File: config.mk
export PLATFORM = sky130hd
export DESIGN_NAME = bg_crc_monitor
export DESIGN_NICKNAME = d
export VERILOG_FILES = /design/src/rtl/crc_mon_pkg.sv /design/src/rtl/scan_addr_gen.sv /design/src/rtl/crc_run_unit.sv /design/src/rtl/sig_hold.sv /design/src/rtl/bg_crc_monitor.sv
export SDC_FILE = /design/constraint.sdc
export NUM_CORES = 1
export LEC_CHECK = 0
export BUFFER_PORTS_ARGS = -buffer_cell sky130_fd_sc_hd__buf_2
export CAP_MARGIN = 20
export CORE_ASPECT_RATIO = 1.5
export CORE_MARGIN = 2
export CORE_UTILIZATION = 59
export DETAILED_ROUTE_END_ITERATION = 8
export MAX_ROUTING_LAYER = met4
export PLACE_DENSITY_LB_ADDON = 0.12
export REMOVE_ABC_BUFFERS = 1
export SKIP_CTS_REPAIR_TIMING = 1
export SLEW_MARGIN = 15
export SYNTH_ARGS = -nofsm -noshare
export SYNTH_HDL_FRONTEND = slang
export SYNTH_SLANG_ARGS = --single-unit
export TNS_END_PERCENT = 10
File: constraint.sdc
create_clock -name clk -period 4.4 [get_ports clk]
set_input_delay 0.22 -clock clk [delete_from_list [all_inputs] [get_ports clk]]
set_output_delay 0.22 -clock clk [all_outputs]
set_load 0.02 [all_outputs]
File: src/rtl/crc_mon_pkg.sv
package crc_mon_pkg;
  localparam int unsigned CRC_W = 32;
  localparam logic [CRC_W-1:0] CRC_POLY = 32'h04C11DB7;
  localparam logic [CRC_W-1:0] CRC_INIT = 32'hFFFFFFFF;

  // One read beat travelling from the address stage to the CRC stage
  typedef struct packed {
    logic valid;
    logic last;
  } beat_t;
endpackage

File: src/rtl/scan_addr_gen.sv
module scan_addr_gen
  import crc_mon_pkg::*;
#(
  parameter int unsigned DEPTH = 4096,
  localparam int unsigned AW = $clog2(DEPTH)
) (
  input  logic          clk,
  input  logic          rst_n,
  input  logic          run,
  input  logic          restart,
  output logic          rd,
  output logic [AW-1:0] addr,
  output beat_t         beat
);
  localparam logic [AW-1:0] LAST_ADDR = AW'(DEPTH - 1);

  logic [AW-1:0] addr_q, addr_nx;
  beat_t         beat_q, beat_nx;

  always_comb begin
    addr_nx       = addr_q;
    beat_nx.valid = 1'b0;
    beat_nx.last  = 1'b0;
    if (restart) begin
      addr_nx = '0;
    end else if (run) begin
      addr_nx       = (addr_q == LAST_ADDR) ? '0 : addr_q + 1'b1;
      beat_nx.valid = 1'b1;
      beat_nx.last  = (addr_q == LAST_ADDR);
    end
  end

  always_ff @(posedge clk or negedge rst_n) begin
    if (!rst_n) begin
      addr_q <= '0;
      beat_q <= '0;
    end else begin
      addr_q <= addr_nx;
      beat_q <= beat_nx;
    end
  end

  assign rd   = run;
  assign addr = addr_q;
  assign beat = beat_q;
endmodule

File: src/rtl/crc_run_unit.sv
module crc_run_unit
  import crc_mon_pkg::*;
#(
  parameter int unsigned DATA_W = 32
) (
  input  logic             clk,
  input  logic             rst_n,
  input  logic             restart,
  input  beat_t            beat,
  input  logic [DATA_W-1:0] data,
  output logic             pass_end,
  output logic [CRC_W-1:0] pass_crc
);
  logic [CRC_W-1:0] crc_q, crc_nx, crc_step;
  logic             take;

  function automatic logic [CRC_W-1:0] fold_word(input logic [CRC_W-1:0] c,
                                                 input logic [DATA_W-1:0] d);
    logic [CRC_W-1:0] r;
    logic             fb;
    r = c;
    for (int i = DATA_W - 1; i >= 0; i--) begin
      fb = r[CRC_W-1] ^ d[i];
      r  = {r[CRC_W-2:0], 1'b0};
      if (fb) r = r ^ CRC_POLY;
    end
    return r;
  endfunction

  assign take     = beat.valid && !restart;
  assign crc_step = fold_word(crc_q, data);

  always_comb begin
    crc_nx = crc_q;
    if (restart)                crc_nx = CRC_INIT;
    else if (take && beat.last) crc_nx = CRC_INIT;
    else if (take)              crc_nx = crc_step;
  end

  always_ff @(posedge clk or negedge rst_n) begin
    if (!rst_n) crc_q <= CRC_INIT;
    else        crc_q <= crc_nx;
  end

  assign pass_end = take && beat.last;
  assign pass_crc = crc_step;
endmodule

File: src/rtl/sig_hold.sv
module sig_hold
  import crc_mon_pkg::*;
(
  input  logic             clk,
  input  logic             rst_n,
  input  logic             load,
  input  logic [CRC_W-1:0] load_val,
  input  logic             pass_end,
  input  logic [CRC_W-1:0] pass_crc,
  output logic [CRC_W-1:0] ref_val,
  output logic [CRC_W-1:0] sig,
  output logic             err
);
  logic [CRC_W-1:0] ref_q, ref_nx, sig_q, sig_nx, residue;
  logic             err_q, err_nx;

  assign residue = pass_crc ^ ref_q;

  always_comb begin
    ref_nx = ref_q;
    sig_nx = sig_q;
    err_nx = err_q;
    if (load) begin
      ref_nx = load_val;
      sig_nx = '0;
      err_nx = 1'b0;
    end else if (pass_end) begin
      sig_nx = residue;
      err_nx = |residue;
    end
  end

  always_ff @(posedge clk or negedge rst_n) begin
    if (!rst_n) begin
      ref_q <= '0;
      sig_q <= '0;
      err_q <= 1'b0;
    end else begin
      ref_q <= ref_nx;
      sig_q <= sig_nx;
      err_q <= err_nx;
    end
  end

  assign ref_val = ref_q;
  assign sig     = sig_q;
  assign err     = err_q;
endmodule

File: src/rtl/bg_crc_monitor.sv
module bg_crc_monitor
  import crc_mon_pkg::*;
#(
  parameter int unsigned DEPTH  = 4096,
  parameter int unsigned DATA_W = 32,
  localparam int unsigned AW = $clog2(DEPTH)
) (
  input  logic              clk,
  input  logic              rst_n,
  input  logic              scan_en,
  output logic              mem_rd,
  output logic [AW-1:0]     mem_addr,
  input  logic [DATA_W-1:0] mem_rdata,
  input  logic              ref_load,
  input  logic [31:0]       ref_value,
  output logic [31:0]       signature,
  output logic              crc_error
);
  logic [1:0]       rst_sync_q;
  logic             rst_n_s;
  logic             run, load_acc, pass_end;
  beat_t            beat;
  logic [CRC_W-1:0] pass_crc, ref_val;

  // Asynchronous assertion, synchronous release
  always_ff @(posedge clk or negedge rst_n) begin
    if (!rst_n) rst_sync_q <= 2'b00;
    else        rst_sync_q <= {rst_sync_q[0], 1'b1};
  end
  assign rst_n_s = rst_sync_q[1];

  assign run      = scan_en && rst_n_s;
  assign load_acc = ref_load && !scan_en;

  scan_addr_gen #(.DEPTH(DEPTH)) addr_i (
    .clk(clk), .rst_n(rst_n_s), .run(run), .restart(load_acc),
    .rd(mem_rd), .addr(mem_addr), .beat(beat)
  );

  crc_run_unit #(.DATA_W(DATA_W)) crc_i (
    .clk(clk), .rst_n(rst_n_s), .restart(load_acc), .beat(beat),
    .data(mem_rdata), .pass_end(pass_end), .pass_crc(pass_crc)
  );

  sig_hold sig_i (
    .clk(clk), .rst_n(rst_n_s), .load(load_acc), .load_val(ref_value),
    .pass_end(pass_end), .pass_crc(pass_crc), .ref_val(ref_val),
    .sig(signature), .err(crc_error)
  );
endmodule

==> results.md <==
Timing:
- On the final layout, the worst clock skew is approximately 0.0079 ns.
- The accumulated negative setup slack is 0 ns.
- The actual transition at the worst max-transition pin is between 0.9 and 1 ns.
- The number of pins with negative max-slew slack in the final report is 0.
- The count of final setup violators is 0.
- The tightest hold path in the finished design has a slack of between 0.02 and 0.03 ns.
- The worst pin sits at a relative slew slack of roughly 36%.
- For this run, the top clock speed supported by timing is 229.4 MHz.
- The final hold violation count came to 0.
- After layout, the worst path uses between 90% and 100% of the clock period.
- The post-layout minimum cycle time is around 4.4 ns.

GRT:
- The global-route total usage across every layer is between 30% and 40%.
- The via count of the first global-routing pass is between 6000 and 7000.
- The number of antenna violations at the first check in global routing is 0.
- For met1 alone, demand over resource in global routing was a little under two fifths.
- The routing layer with the top usage in global route is met2.
- Entering global routing, the biggest net connects 77 pins.
- The global-route met2 utilization is approximately 63%.
- The met3 track demand over resource in global routing is under 10%.
- Summed over all layers, the global routing overflow is 0.
- The first-pass GRT wire length is about 37000 microns.

Layout:
- The number of fill cells is 908.
- The growth of design area from synthesis to finish is 28.25%.
- The repair_antennas step left the layout with diodes totalling 0.
- Summing all non-filler instances in the final layout gives an area of between 10000 and 15000 sq um.
- The net count of the finished layout is ~950.
- Once layout is complete, the utilization of the core stands at roughly three quarters.
- The layout cell share with drive strength beyond 1 is a little over two fifths.

Floorplan:
- Measured along the y axis, the die boundary spans ~150 microns.
- The number of top-level pins is between 100 and 150.
- For this configuration, the core starts out at a cell density of approximately three fifths.
- The placeable core region is around 14000 sq um.
- The number of cell rows is 53.
- The floorplan step set the die width to ~100 microns.
- The floorplan step defined a die boundary enclosing approximately 15000 sq um.

Synth:
- The area share of the leading cell type in the synthesized netlist is about a quarter.
- Of the total synthesized cell area, the portion taken by full adders, half adders and majority gates is less than 1%.
- Synthesis handed over a netlist of ~670 instances.
- In the post-synthesis netlist, the biggest area contributors are sky130_fd_sc_hd__dfrtp_1 24%, sky130_fd_sc_hd__xnor2_1 17%, sky130_fd_sc_hd__xnor3_1 16%.
- The sequential-to-total area share from yosys stat is around a third.
- The library cell with the largest summed area after synthesis is sky130_fd_sc_hd__dfrtp_1.
- Yosys mapped a number of flops with a built-in enable equal to 0.
- The predominant post-synthesis flop cell is sky130_fd_sc_hd__dfrtp_1.
- Measured against the total synthesized area, the mux share comes to around 4.5%.
- The main combinational cell family by area after synthesis is XOR/XNOR gates.
- The most frequent cell after synthesis is sky130_fd_sc_hd__xnor2_1.
- Of the total synthesized cell area, the portion taken by XOR and XNOR cells is approximately 48%.
- The number of unique standard cell types used by synthesis is 46.
- A synthesized cell averages between 10 and 15 sq um.
- Summing the areas of all compound-gate instances in the mapped netlist gives about 6.1% of the synthesized area.
- The simple-gate portion of the synthesized area is 5.805%.
- By count the netlist is led by 158 x sky130_fd_sc_hd__xnor2_1, 81 x sky130_fd_sc_hd__dfrtp_1, 57 x sky130_fd_sc_hd__xnor3_1.
- For this run, asynchronously set or reset flops after synthesis account for between 90% and 100%.
- For this run, the number of Yosys warnings is 0.
- The post-synthesis instance area is 8277 sq um.
- The synthesized flop and latch total is between 100 and 150.

Worst setup path:
- The kind of launch point of the worst setup path is a flip-flop.
- The worst setup path is captured at a flip-flop.
- The kind of critical path is flip-flop to flip-flop.
- The peak fanout along the critical path is 4.
- The endpoint required time on the critical path is ~4.7 ns.
- Traced cell by cell, the critical path runs through xnor2_1 > buf_4 > xnor3_2 > buf_4 > xnor3_1 > xnor2_2 > xnor2_2 > buf_4 > xnor3_2 > xor2_1 > xnor2_1 > xor2_1 > and4_1 > a41oi_1.
- The arrival time of the worst setup path is 4.63 ns.
- For this design, the slowest cell found on the critical path is sky130_fd_sc_hd__xnor3_2.
- The cell seen most often among critical-path stages is sky130_fd_sc_hd__buf_4.
- The critical path contains buffers and inverters numbering 3 combined.
- The family of cells with the greatest summed delay on the critical path is XOR/XNOR gates.
- In this design, the stage delay of the slowest critical-path cell is about 0.54 ns.

Run status:
- The run finished with clean final reports.

Route:
- The remaining antenna violation count is 0.
- Summing over every cut layer, the via total after detailed routing is just under 6000.
- The first detailed-routing pass ran for 7 iterations.
- In the routed design, unresolved DRC markers number 0.
- The via density per instance is 5.582.
- The DRC marker count from the first detailed-route iteration is approximately 350.
- In the final routed layout, each cell accounts on average for 23.17 microns.
- The aggregate routed wire length is between 20000 and 25000 microns.

Place:
- Once placement finished, the instance area stood at just under 10000 sq um.
- The number of input and output port buffers inserted is roughly 110.
- The placed wire-length estimate is 19370 microns.
- The congestion estimate from routability-driven global placement came to around 1.0.

CTS:
- The TritonCTS buffer count is 17.
- At the later pin of the worst-skew pair, clock insertion delay measures 0.42 ns.
- The CTS tree is done.
- The root cell of the clock tree is sky130_fd_sc_hd__clkbuf_16.
- The largest buffer count on any clock path is 2.
- The H-tree was split into 4 levels.
- The CTS sink count is ~110.
- After clock tree synthesis, the clock-pin slew on the worst setup and hold paths is roughly 0.06 ns.

Worst hold path:
- The class of the tightest hold or removal check is input port to flip-flop.

Flow run:
- The max-capacitance violation count is 0.
path summary, 6_finish.rpt:
check	start	to	slack (ns)	cells past startpoint
min in group asynchronous	rst_n	rst_sync_q[0]	0.10	2
hold / removal	ref_value[21]	sig_i.ref_val[21]	0.03	2
hold reg to reg	rst_sync_q[1]	sig_i.ref_val[8]	0.30	0
setup / recovery	crc_i.crc_q[15]	sig_i.err	0.04	14
setup reg to reg	crc_i.crc_q[15]	sig_i.err	0.04	14
max in group asynchronous	rst_sync_q[1]	sig_i.sig[2]	2.74	1
cells by family after synthesis:
kind of cell | after synthesis
XOR/XNOR | 305
flip-flops | 113
AND/OR/NAND/NOR | 103
AO/OA/AOI/OAI | 87
multiplexers | 33
buffers and inverters | 23
adder cells (fa/ha/maj) | 1
other | 1
through the flow:
| step | cells | setup WS, ns |
|---|---|---|
| floorplan | 646 | 0.02615 |
| global placement | 1020 | -0.3109 |
| detailed placement | 1021 | -0.2788 |
| CTS | 1053 | -0.3743 |
| global route | 1063 | -0.08636 |
| finish | 1063 | 0.04112 |
registers in the layout (all words and copies together), names as in the netlist:
signal / count
addr_i.beat: 2
sig_i.err: 1
rst_sync_q: 2
sig_i.sig: 32
addr_i.addr: 12
sig_i.ref_val: 32
crc_i.crc_q: 32
cell type report:
| cell class | count | area (sq um) | area share, % |
|---|---|---|---|
| multi-input cells | 530 | 5523 | 52.03 |
| repair buffers | 220 | 1433 | 13.50 |
| well taps | 165 | 206.4 | 1.945 |
| clock buffers | 18 | 439.2 | 4.137 |
| inverters | 3 | 11.26 | 0.1061 |
| clock inverters | 14 | 131.4 | 1.238 |
| flip-flops and latches | 113 | 2872 | 27.05 |
metal layers:
layer	wire length (microns)	share of wire, %
met3	836	3.4
met5	0	0
met4	1356	5.5
met1	8684	35
met2	13750	56
worst register-to-register path, stage by stage, from the launching register on:
cell and delay (ns):
sky130_fd_sc_hd__dfstp_2 0.53, sky130_fd_sc_hd__xnor2_1 0.11, sky130_fd_sc_hd__buf_4 0.17, sky130_fd_sc_hd__xnor3_2 0.54, sky130_fd_sc_hd__buf_4 0.20, sky130_fd_sc_hd__xnor3_1 0.41, sky130_fd_sc_hd__xnor2_2 0.28, sky130_fd_sc_hd__xnor2_2 0.16
sky130_fd_sc_hd__buf_4 0.19, sky130_fd_sc_hd__xnor3_2 0.49, sky130_fd_sc_hd__xor2_1 0.18, sky130_fd_sc_hd__xnor2_1 0.28, sky130_fd_sc_hd__xor2_1 0.21, sky130_fd_sc_hd__and4_1 0.31, sky130_fd_sc_hd__a41oi_1 0.15
layout by cell type, fill, tap and decap left out, drive strengths merged, types with 2 or more instances in the layout:
| cell | count |
|---|---|
| a21oi | 34 |
| a22o | 16 |
| and2 | 2 |
| and3 | 3 |
| and4 | 3 |
| buf | 219 |
| clkbuf | 18 |
| clkinv | 6 |
| clkinvlp | 3 |
| dfrtp | 81 |
| dfstp | 32 |
| inv | 7 |
| mux2 | 32 |
| nand2 | 28 |
| nand2b | 3 |
| nand3 | 2 |
| nand4 | 4 |
| nor2 | 44 |
| nor2b | 4 |
| nor3 | 2 |
| nor4b | 2 |
| o21ai | 32 |
| or2 | 2 |
| xnor2 | 178 |
| xnor3 | 63 |
| xor2 | 58 |
| xor3 | 6 |
Power is not shown: default switching activity piles up to over one toggle a cycle in this logic, so the estimate is an artifact.
